File: config.mk
export PLATFORM = sky130hd
export DESIGN_NAME = scan_flush_tester
export DESIGN_NICKNAME = d
export VERILOG_FILES = /design/src/rtl/flush_pkg.sv /design/src/rtl/flush_ctrl.sv /design/src/rtl/flush_dp.sv /design/src/rtl/scan_flush_tester.sv
export SDC_FILE = /design/constraint.sdc
export NUM_CORES = 1
export LEC_CHECK = 0
export ABC_AREA = 1
export BUFFER_PORTS_ARGS = -buffer_cell sky130_fd_sc_hd__clkbuf_2
export CORE_MARGIN = 5
export CORE_UTILIZATION = 45
export CTS_CLUSTER_SIZE = 25
export DETAILED_ROUTE_END_ITERATION = 16
export GPL_ROUTABILITY_DRIVEN = 0
export GPL_TIMING_DRIVEN = 0
export PLACE_DENSITY_LB_ADDON = 0.08
export RECOVER_POWER = 25
export SETUP_SLACK_MARGIN = 0.3
export SLEW_MARGIN = 0
export SYNTH_ARGS = -nofsm -noshare
export SYNTH_HDL_FRONTEND = slang
export SYNTH_SLANG_ARGS = --single-unit
File: constraint.sdc
create_clock -name clk -period 1.4 [get_ports clk]
set_input_delay 0.14 -clock clk [delete_from_list [all_inputs] [get_ports clk]]
set_output_delay 0.14 -clock clk [all_outputs]
set_load 0.02 [all_outputs]
File: src/rtl/flush_pkg.sv
package flush_pkg;

  typedef enum logic [1:0] {
    S_IDLE,
    S_RUN,
    S_FIN
  } flushState_e;

  // Strobes from the control FSM to the datapath.
  typedef struct packed {
    logic clear;   // accepted start: zero counter and results
    logic run;     // shift cycle in progress
  } flushStrobe_t;

endpackage

File: src/rtl/flush_ctrl.sv
module flush_ctrl
  import flush_pkg::*;
(
  input  logic         clk,
  input  logic         rstN,
  input  logic         start,
  input  logic         lastCycle,
  output flushStrobe_t strobe,
  output logic         testCtrl,
  output logic         busy,
  output logic         done
);

  flushState_e state;

  always_ff @(posedge clk or negedge rstN) begin
    if (!rstN) begin
      state <= S_IDLE;
    end else begin
      case (state)
        S_IDLE:  if (start) state <= S_RUN;
        S_RUN:   if (lastCycle) state <= S_FIN;
        S_FIN:   if (start) state <= S_RUN;
        default: state <= S_IDLE;
      endcase
    end
  end

  // A start is accepted only outside a run; while running it is dropped.
  always_comb begin
    strobe.clear = start && (state != S_RUN);
    strobe.run   = (state == S_RUN);
  end

  assign testCtrl = (state != S_RUN);
  assign busy     = (state == S_RUN);
  assign done     = (state == S_FIN);

endmodule

File: src/rtl/flush_dp.sv
module flush_dp
  import flush_pkg::*;
#(
  parameter int NUM_CHAINS = 2,
  parameter int CHAIN_LEN  = 16,
  parameter int CNT_W      = $clog2(CHAIN_LEN + 5)
) (
  input  logic                  clk,
  input  logic                  rstN,
  input  flushStrobe_t          strobe,
  input  logic [NUM_CHAINS-1:0] scanOut,
  output logic [NUM_CHAINS-1:0] scanIn,
  output logic                  lastCycle,
  output logic                  fail,
  output logic [NUM_CHAINS-1:0] failChains,
  output logic [CNT_W-1:0]      firstFail
);

  localparam logic [CNT_W-1:0] FILL_CNT = CNT_W'(CHAIN_LEN);
  localparam logic [CNT_W-1:0] LAST_CNT = CNT_W'(CHAIN_LEN + 3);

  logic [CNT_W-1:0]      cycleCnt;
  logic [CNT_W-1:0]      lagCnt;
  logic                  stimBit;
  logic                  expBit;
  logic                  inWindow;
  logic [NUM_CHAINS-1:0] miss;

  always_ff @(posedge clk or negedge rstN) begin
    if (!rstN)             cycleCnt <= '0;
    else if (strobe.clear) cycleCnt <= '0;
    else if (strobe.run)   cycleCnt <= cycleCnt + 1'b1;
  end

  assign lastCycle = strobe.run && (cycleCnt == LAST_CNT);

  // Pattern 0,0,1,1 repeating is simply bit 1 of the cycle number.
  assign stimBit  = strobe.run && cycleCnt[1];
  assign inWindow = strobe.run && (cycleCnt >= FILL_CNT);
  assign lagCnt   = cycleCnt - FILL_CNT;
  assign expBit   = lagCnt[1];

  for (genvar i = 0; i < NUM_CHAINS; i++) begin : g_chain
    assign scanIn[i] = stimBit;
    assign miss[i]   = inWindow && (scanOut[i] != expBit);
  end

  always_ff @(posedge clk or negedge rstN) begin
    if (!rstN) begin
      fail       <= 1'b0;
      failChains <= '0;
      firstFail  <= '0;
    end else if (strobe.clear) begin
      fail       <= 1'b0;
      failChains <= '0;
      firstFail  <= '0;
    end else if (|miss) begin
      fail       <= 1'b1;
      failChains <= failChains | miss;
      if (!fail) firstFail <= cycleCnt;
    end
  end

endmodule

File: src/rtl/scan_flush_tester.sv
module scan_flush_tester
  import flush_pkg::*;
#(
  parameter int NUM_CHAINS = 2,
  parameter int CHAIN_LEN  = 16,
  parameter int CNT_W      = $clog2(CHAIN_LEN + 5)
) (
  input  logic                  clk,
  input  logic                  rstN,
  input  logic                  start,
  input  logic [NUM_CHAINS-1:0] scanOut,
  output logic                  testCtrl,
  output logic [NUM_CHAINS-1:0] scanIn,
  output logic                  busy,
  output logic                  done,
  output logic                  fail,
  output logic [NUM_CHAINS-1:0] failChains,
  output logic [CNT_W-1:0]      firstFail
);

  flushStrobe_t strobe;
  logic         lastCycle;

  flush_ctrl u_ctrl (
    .clk       (clk),
    .rstN      (rstN),
    .start     (start),
    .lastCycle (lastCycle),
    .strobe    (strobe),
    .testCtrl  (testCtrl),
    .busy      (busy),
    .done      (done)
  );

  flush_dp #(
    .NUM_CHAINS (NUM_CHAINS),
    .CHAIN_LEN  (CHAIN_LEN),
    .CNT_W      (CNT_W)
  ) u_dp (
    .clk        (clk),
    .rstN       (rstN),
    .strobe     (strobe),
    .scanOut    (scanOut),
    .scanIn     (scanIn),
    .lastCycle  (lastCycle),
    .fail       (fail),
    .failChains (failChains),
    .firstFail  (firstFail)
  );

endmodule

* After elaboration in Yosys (flattened, before gate mapping)
Cells that the tools add are included.
** Storage, ports and cells
- Input port bits :: 5
- Register bits :: 15
** Operators by class
- $add $sub $neg :: 2
- Order comparisons :: 1
- Equal/unequal tests :: 9
- Bitwise operators :: 1
- Muxes and demuxes :: 12
- Reductions and logical operators :: 13
** Operator list (number)
- 5-bit 2-to-1 mux :: 5
- 2-bit 2-to-1 mux :: 4
- 1-bit logical AND :: 6
- 2-bit by 1-bit != test with 1-bit output (second input constant) :: 3
- 5-bit by 1-bit adder with 5-bit output (second input constant) :: 1
- 5-bit equality test (second input constant) :: 1
- 5-bit >= comparator (second input constant) :: 1
- 2-bit one-hot mux with 2 select lines :: 1
- 2-bit AND reduction :: 2
- 2-bit nonzero test :: 2
- 2-bit OR reduction :: 2
- 2-bit by 1-bit equality test with 1-bit output (second input constant) :: 1
- 2-bit equality test (second input constant) :: 1
- 2-bit zero test :: 1
- 1-bit 2-to-1 mux :: 2
- 1-bit != test :: 2
- 2-bit != test (second input constant) :: 1
- 2-bit bitwise OR :: 1
- 2-bit by 1-bit subtractor with 2-bit output (second input constant) :: 1

* Logic depth before layout (Yosys ltp)
Gate-level depths: netlist of run 1.
- Depth after elaboration :: 6
- Mapped depth :: 8
- Depth with buffers taken out :: 8

* Cells and area by module
Synthesis of run 1 repeated with hierarchy kept, for this count alone.
** Unflattened totals
- Cells, all modules :: 93
- Area total of the unflattened synthesis :: 772.0 sq um
** By module, submodules not included
- flush_dp :: area each 650.6 sq um, cells each 76, sequential area each 325.3 sq um, times used 1
- flush_ctrl :: area each 121.4 sq um, cells each 17, sequential area each 50.0 sq um, times used 1

* Least setup slack after synthesis of run 1
OpenSTA, ideal clock, no wires.
- Path type :: register -> register
- Start :: reg u_ctrl.state[1]
- End :: reg u_dp.firstFail[0]
- Required time :: 1.282 ns
- Stages on the path, launching flop included :: 9
- Path slack :: 0.220 ns
- Period minus slack after synthesis :: 1.180 ns
- Arrival :: 1.062 ns
- Buffers on the path :: 0
- Library setup time :: 0.118 ns
- Cells stage by stage :: dfrtp_1 > inv_1 > nand2_2 > nor2_2 > nand2_1 > nand2_4 > nand2_4 > nand3_1 > nand2_1
** Between the ends
- Elaborated cells between the ends (all ways) :: 11
- Those cells by class :: eq/ne: 3; mux: 1; reduce/logical: 7
** RTL lines
- from (decl) :: line flush_ctrl.sv:14 : flushState_e state;
- from (signal assigned) :: line flush_ctrl.sv:18 : state <= S_IDLE;
- from (signal assigned) :: line flush_ctrl.sv:21 : S_IDLE: if (start) state <= S_RUN;
- from (signal assigned) :: line flush_ctrl.sv:22 : S_RUN: if (lastCycle) state <= S_FIN;
- 2-bit by 1-bit != test with 1-bit output (*)
- net testCtrl :: line scan_flush_tester.sv:12 : output logic testCtrl,
- 1-bit logical AND (*) :: line flush_ctrl.sv:31 : strobe.clear = start && (state != S_RUN);
- 2-bit != test (no source line) / 2-bit nonzero test (equally long branches)
- 2-bit AND reduction (no source line)
- to (signal assigned) :: line flush_dp.sv:60 : if (!fail) firstFail <= cycleCnt;
- to (decl) :: line flush_dp.sv:16 : output logic [CNT_W-1:0] firstFail
Mark *: on every way through the listed nets, which the timed path passes. The rest lies on a longest branch.
A chain may end at the register's enable or synchronous reset.

* Final worst setup path of run 1
- Start :: reg u_ctrl.state[0]
- End :: reg u_dp.fail
** Between the ends
- Word-level cells in the longest chain between the ends :: 5
- Elaborated cells between the ends (all ways) :: 9
- Those cells by class :: eq/ne: 2; mux: 1; reduce/logical: 6
** RTL lines
- 2-bit by 1-bit equality test with 1-bit output :: line flush_ctrl.sv:32 : strobe.run = (state == S_RUN);
- 1-bit logical AND :: line flush_dp.sv:39 : assign inWindow = strobe.run && (cycleCnt >= FILL_CNT);
- 1-bit logical AND :: line flush_dp.sv:45 : assign miss[i] = inWindow && (scanOut[i] != expBit);
- 2-bit OR reduction :: line flush_dp.sv:57 : end else if (|miss) begin
- 2-bit nonzero test (no source line)
- to (signal assigned) :: line flush_dp.sv:50 : fail <= 1'b0;
- to (signal assigned) :: line flush_dp.sv:54 : fail <= 1'b0;
- to (signal assigned) :: line flush_dp.sv:58 : fail <= 1'b1;
- to (decl) :: line flush_dp.sv:14 : output logic fail,
Several ways; a longest one is shown, not always the timed one.

==> impl_metrics.env, run 1 <==
export IMPL_status="complete, no violations"
export IMPL_multi_input_comb_area_um2=350
export IMPL_io_buffers=17
export IMPL_num_rows=14
export IMPL_ir_drop_mv=1.32
export IMPL_synth_distinct_cells=20
export IMPL_vias=673
export IMPL_synth_top_cell_by_area="dfrtp_1"
export IMPL_power_density_nw_per_um2=2400
export IMPL_worst_path_stages=8
export IMPL_antenna_left=0
export IMPL_dieArea_um2=2610
export IMPL_syn_cell_area_um2=761
export IMPL_diodes=0
export IMPL_fin_skew_ns=0.00741
export IMPL_ys_async_sr_fraction=1.00
export IMPL_fin_setup_tns_ns=0
export IMPL_yosysSeqAreaShare=0.493
export IMPL_drt_vias_per_instance=4.95
export IMPL_period_share=0.907
export IMPL_die_w_um=51.1
export IMPL_clock_fmax_mhz=787
export IMPL_numCtsBuffers=3
export IMPL_top_level_ports=18
export IMPL_synthCells=86
export IMPL_cp_required_ns=1.58
export IMPL_drtPass1Iterations=4
export IMPL_grt_pass1_wl_mm=2.73
export IMPL_slowest_delay_ns=0.45
export IMPL_drtIter0Drc=17
export IMPL_maxCapViolCount=0
export IMPL_detail_route_wl_per_cell_um=12.0
export IMPL_r2r_slack_ns=0.13
export IMPL_arrival_ns=1.45
export IMPL_syn_num_nets=92
export IMPL_ys_seq_elements=15
export IMPL_placed_area_um2=881
export IMPL_core_um2=1560
export IMPL_fin_crit_ns=1.27
export IMPL_wirelength_mm=1.63
export IMPL_cts_root_buf="clkbuf_4"
export IMPL_setup_viol=0
export IMPL_whs_path_depth=4
export IMPL_dpl_hpwl_mm=1.08
export IMPL_ys_top_cells_by_area="dfrtp_1 (49%), nand2_1 (7.9%), inv_1 (6.9%)"
export IMPL_cts_path_max_buffers=2
export IMPL_rsz0062_at_grt="true"
export IMPL_synthTopCellsByCount="nand2_1 (16), dfrtp_1 (15), inv_1 (14)"
export IMPL_num_nets_final=127
export IMPL_slowest_stage="dfrtp_2"
export IMPL_critPathTopFamily="flip-flops"
export IMPL_p_leak_nw=0.570
export IMPL_fillers=117
export IMPL_synth_edf_count=0
export IMPL_cp_cell_sequence="nand2_4, buf_4, nor2_4, nand2_2, nand2_4, buf_4, o21ai_2, inv_1"
export IMPL_dieHeight_um=51.1
export IMPL_clock_latency_ns=0.29
export IMPL_hp_class="primary input to flip-flop"
export IMPL_cts_tree="yes"
export IMPL_syn2layout_area_growth_pct=44.1
export IMPL_power_total_w=0.00263
export IMPL_synth_top_area_frac=0.493
export IMPL_clk_pin_slew_ns=0.09
export IMPL_synth_most_common_cell="nand2_1"
export IMPL_worst_pin_slew_ns=0.788
export IMPL_relSlewSlack=0.475
export IMPL_path_buf_inv=3
export IMPL_final_area_um2=1100
export IMPL_drive_above_1_share=0.483
export IMPL_start_kind="flip-flop"
export IMPL_path_class="flip-flop to flip-flop"
export IMPL_hold_violations=0
export IMPL_critPathCaptureType="flip-flop"
export IMPL_slew_violations=0
export IMPL_cts_sinks=15
export IMPL_synth_ff_type="dfrtp_1"
export IMPL_worstPathMaxFanout=6
export IMPL_seq_area_um2=378
export IMPL_antenna_found_initial=0
export IMPL_r2r_worst_path_cells=8
export IMPL_grt_max_degree=16
export IMPL_stdcell_count=136
export IMPL_initial_core_util=0.488
export IMPL_overflow=0
export IMPL_grt_pass1_vias=666
export IMPL_cts_htree_levels=1
export IMPL_placed_cells=119
export IMPL_yosysWarnings=0
export IMPL_route_detailed_drc=0
export IMPL_grtUsageTotal=0.140
export IMPL_postSynthAreaPerCell_um2=8.85
final timing paths:
check | from | to
min in group asynchronous | rstN | u_dp.failChains[1]
min reg2reg | u_dp.firstFail[3] | u_dp.firstFail[3]
max | u_ctrl.state[0] | u_dp.fail
min | start | u_dp.cycleCnt[0]
max in group asynchronous | rstN | u_ctrl.state[0]
max reg2reg | u_ctrl.state[0] | u_dp.fail
logic make-up after synthesis:
| kind of cell | synth area share |
|---|---|
| and+or+nand+nor | 0.296 |
| buffers and inverters | 0.105 |
| DFF | 0.493 |
| AOI/OAI and AO/OA | 0.0888 |
| adders and majority gates | 0.0164 |
layout by cell type, fill, tap and decap left out, types with 2 or more instances in the layout:
cell      netlist  final
a21oi_1         3      2
buf_4           2     11
buf_6           0      4
buf_8           0      3
clkbuf_2        0     11
clkbuf_4        0      3
dfrtp_1        15     13
dfrtp_2         0      2
inv_1          14     13
inv_2           1      2
nand2_1        16     13
nand2_2         2      4
nand2_4         3      4
nand3_1         9      9
nor2_1          3      2
nor2_4          3      5
o21ai_0         6      3
o21ai_1         1      3
o21ai_2         1      2
registers in the layout, indices dropped and copies added, names as in the netlist:
signal and count:
u_dp.cycleCnt 5, u_dp.firstFail 5, u_ctrl.state 2, u_dp.failChains 2, u_dp.fail 1
metrics by stage:
step	util	hold slack [ns]	worst slack, ns
4_1_cts	0.681	0.140	0.0871
3_5_place_dp	0.565	0.0706	0.215
3_3_place_gp	0.565	0.0699	0.231
6_report	0.703	0.137	0.130
2_1_floorplan	-	-0.156	0.229
5_1_grt	0.703	0.191	0.0568
layout make-up:
| type | instances | share of cell area |
|---|---|---|
| Clock buffer | 3 | 0.0205 |
| Multi-Input combinational cell | 53 | 0.320 |
| Buffer | 2 | 0.0205 |
| Tap cell | 16 | 0.0183 |
| Timing Repair Buffer | 30 | 0.212 |
| Sequential cell | 15 | 0.345 |
| Inverter | 16 | 0.0594 |
| Clock inverter | 1 | 0.00457 |
power by group:
| group | total, W | switching [W] | internal, W |
|---|---|---|---|
| registers | 0.000776 | 0.000159 | 0.000617 |
| clock network | 0.000241 | 0.000134 | 0.000106 |
| logic | 0.00161 | 0.000838 | 0.000776 |
| total | 0.00263 | 0.00113 | 0.00150 |
what timing repair did:
item,4_1_cts,5_1_grt
endpoints found under the setup margin,15,20
gates resized for setup,18,11
gates cloned,0,0
buffers inserted,10,2
hold buffers,1,0
hold endpoints to repair,15,0
pin swaps,6,5
per-layer routing:
layer	track usage	part of all wire
met5	0	0
met3	0.0523	0.056
met2	0.268	0.55
met4	0.0269	0.0061
met1	0.143	0.38
worst reg2reg max path, cell delays in order, from the launching register on:
cell and delay, ns:
dfrtp_2 0.45, nand2_4 0.09, buf_4 0.13, nor2_4 0.04, nand2_2 0.09, nand2_4 0.08, buf_4 0.14, o21ai_2 0.10
inv_1 0.04
No activity file was read; power rests on OpenSTA's default activity.
==> inputs of run 2 (changes only) <==
--- a/config.mk
+++ b/config.mk
@@ -7,13 +7,13 @@
 export LEC_CHECK = 0
 export ABC_AREA = 1
 export BUFFER_PORTS_ARGS = -buffer_cell sky130_fd_sc_hd__clkbuf_2
-export CORE_MARGIN = 5
+export CORE_MARGIN = 2
 export CORE_UTILIZATION = 45
 export CTS_CLUSTER_SIZE = 25
 export DETAILED_ROUTE_END_ITERATION = 16
 export GPL_ROUTABILITY_DRIVEN = 0
 export GPL_TIMING_DRIVEN = 0
-export PLACE_DENSITY_LB_ADDON = 0.08
+export PLACE_DENSITY = 0.69
 export RECOVER_POWER = 25
 export SETUP_SLACK_MARGIN = 0.3
 export SLEW_MARGIN = 0
==> constraint.sdc (replaced) <==
create_clock -name clk -period 1.63 [get_ports clk]
set_input_delay 0.163 -clock clk [delete_from_list [all_inputs] [get_ports clk]]
set_output_delay 0.163 -clock clk [all_outputs]
set_load 0.02 [all_outputs]
==> run 2 against run 1 <==
Compared with the run above: sequential cell count unchanged; power decreased by 23%; largest power group unchanged; core utilization decreased by 6.7 points; final cell count decreased by 5.1%; non-clock buffer count decreased by 7; hold slack improved by 0.090 ns; die area decreased by 22%; highest routed layer unchanged; global-route usage increased by 4.6 points; first-iteration DRC count decreased by 47%; sequential power decreased by 16%; wire length decreased by 1.7%; clock skew decreased by 0.0056 ns.
==> impl_metrics.env, run 2 (same netlist as run 1, synthesis figures left out) <==
export IMPL_diodes=0
export IMPL_cts_sinks=15
export IMPL_r2r_start="u_ctrl.state[0]"
export IMPL_stdcell_count=129
export IMPL_start_kind="flip-flop"
export IMPL_setup_ws_ns=0.290
export IMPL_fin_skew_ns=0.00177
export IMPL_fin_crit_ns=1.34
export IMPL_drtIter0Drc=9
export IMPL_multi_input_comb_area_um2=328
export IMPL_met3_usage=0.0360
export IMPL_hp_start="start"
export IMPL_dp_slack_ns=0.405
export IMPL_hp_class="primary input to flip-flop"
export IMPL_die_w_um=45.1
export IMPL_critPathCaptureType="output port"
export IMPL_combinationalPowerShare=0.572
export IMPL_most_common_layout_cells="nand2_1 (14), dfrtp_1 (14), inv_1 (13), clkbuf_2 (13), nand3_1 (9)"
export IMPL_clock_latency_ns=0.28
export IMPL_power_density_nw_per_um2=2060
export IMPL_placed_cells=119
export IMPL_hold_violations=0
export IMPL_top_regs="u_dp.cycleCnt: 5 flops, u_dp.firstFail: 5 flops"
export IMPL_core_um2=1540
export IMPL_num_rows=14
export IMPL_grt_max_degree=16
export IMPL_cts_root_buf="clkbuf_4"
export IMPL_slew_violations=0
export IMPL_numCtsBuffers=3
export IMPL_top_level_ports=18
export IMPL_pwr_share_clk=0.105
export IMPL_maxCapViolCount=0
export IMPL_regToRegEndpoint="u_dp.firstFail[2]"
export IMPL_worst_pin_slew_ns=0.777
export IMPL_cts_htree_levels=1
export IMPL_initial_core_util=0.494
export IMPL_fin_setup_tns_ns=0
export IMPL_seq_area_um2=377
export IMPL_worstPathMaxFanout=3
export IMPL_overflow=0
export IMPL_detail_route_wl_per_cell_um=12.4
export IMPL_worst_hold_slack_ns=0.227
export IMPL_worstHoldEndpoint="u_dp.cycleCnt[0]"
export IMPL_num_nets_final=120
export IMPL_ir_drop_mv=1.05
export IMPL_drt_vias_per_instance=5.04
export IMPL_grt_pass1_wl_mm=2.63
export IMPL_dieArea_um2=2040
export IMPL_grt_busiest_layer="met2"
export IMPL_wirelength_mm=1.60
export IMPL_arrival_ns=1.18
export IMPL_grtUsageTotal=0.186
export IMPL_fillers=131
export IMPL_dpl_hpwl_mm=1.08
export IMPL_status="complete, no violations"
export IMPL_dieHeight_um=45.1
export IMPL_grtUsageMet2=0.291
export IMPL_drtPass1Iterations=4
export IMPL_period_share=0.822
export IMPL_vias=650
export IMPL_cp_required_ns=1.47
export IMPL_clock_fmax_mhz=746
export IMPL_route_detailed_drc=0
export IMPL_p_seq_frac=0.323
export IMPL_relSlewSlack=0.482
export IMPL_p_leak_nw=0.524
export IMPL_io_buffers=17
export IMPL_drive_above_1_share=0.398
export IMPL_switching_power_w=0.000917
export IMPL_setup_viol=0
export IMPL_rsz0062_at_grt="true"
export IMPL_cts_path_max_buffers=2
export IMPL_path_class="flip-flop to output port"
export IMPL_r2r_slack_ns=0.32
export IMPL_antenna_left=0
export IMPL_cts_tree="yes"
export IMPL_whs_path_depth=4
export IMPL_grt_pass1_vias=601
export IMPL_antenna_found_initial=0
export IMPL_p_int_w=0.00110
export IMPL_grt_use_met1=0.230
export IMPL_swShare=0.454
export IMPL_r2r_worst_path_cells=7
export IMPL_clk_pin_slew_ns=0.09
export IMPL_syn2layout_area_growth_pct=28.9
[run 2: cell type report]
type	instances	area share
clock buffer	4	0.0268
tap	16	0.0204
buffer	2	0.0153
sequential	15	0.384
multi-input combinational	53	0.334
timing repair buffer	23	0.153
inverter	16	0.0663
[run 2: metrics by stage]
stage          power, W  instance area [um^2]   util
2_1_floorplan   0.00134                   761      -
3_3_place_gp    0.00157                   866  0.562
3_5_place_dp    0.00160                   866  0.562
4_1_cts         0.00191                   945  0.613
5_1_grt         0.00216                   981  0.636
6_report        0.00202                   981  0.636
[run 2: layer usage]
metal,wire [um],part of all wire,up-vias
met2,797,0.50,17
met1,688,0.43,302
met4,53,0.033,0
li1,-,-,324
met3,61,0.038,7
met5,0,0,-
[run 2: worst max-delay path, stage by stage (launching register included)]
cell     delay, ns
dfrtp_1       0.40
inv_2         0.10
nand2_4       0.07
nor2_4        0.12
buf_4         0.12
buf_6         0.10
[run 2: repair_timing]
item / 4_1_cts / 5_1_grt
hold buffers: 1 / 0
pin swaps: 1 / 1
resized for setup: 5 / 12
hold endpoints to repair: 15 / 0
buffers inserted: 4 / 1
endpoints found under the setup margin: 3 / 8
[run 2: worst max path at each step]
stage,endpoint,start,slack (ns)
5_1_grt,scanIn[1],u_ctrl.state[1],0.23
2_1_floorplan,u_dp.firstFail[0],u_ctrl.state[1],0.45
4_1_cts,scanIn[0],u_ctrl.state[1],0.29
3_3_place_gp,u_dp.firstFail[2],u_ctrl.state[1],0.43
3_5_place_dp,u_dp.firstFail[2],u_ctrl.state[1],0.40
6_report,scanIn[1],u_ctrl.state[1],0.29
[run 2: power by group through the flow]
| stage | registers, W | logic, W | clock network, W |
|---|---|---|---|
| finish | 0.000652 | 0.00115 | 0.000212 |
| global route | 0.000667 | 0.00126 | 0.000232 |
| CTS | 0.000638 | 0.00106 | 0.000216 |
| detailed placement | 0.000660 | 0.000940 | 0 |
| global placement | 0.000655 | 0.000915 | 0 |
| floorplan | 0.000733 | 0.000608 | 0 |
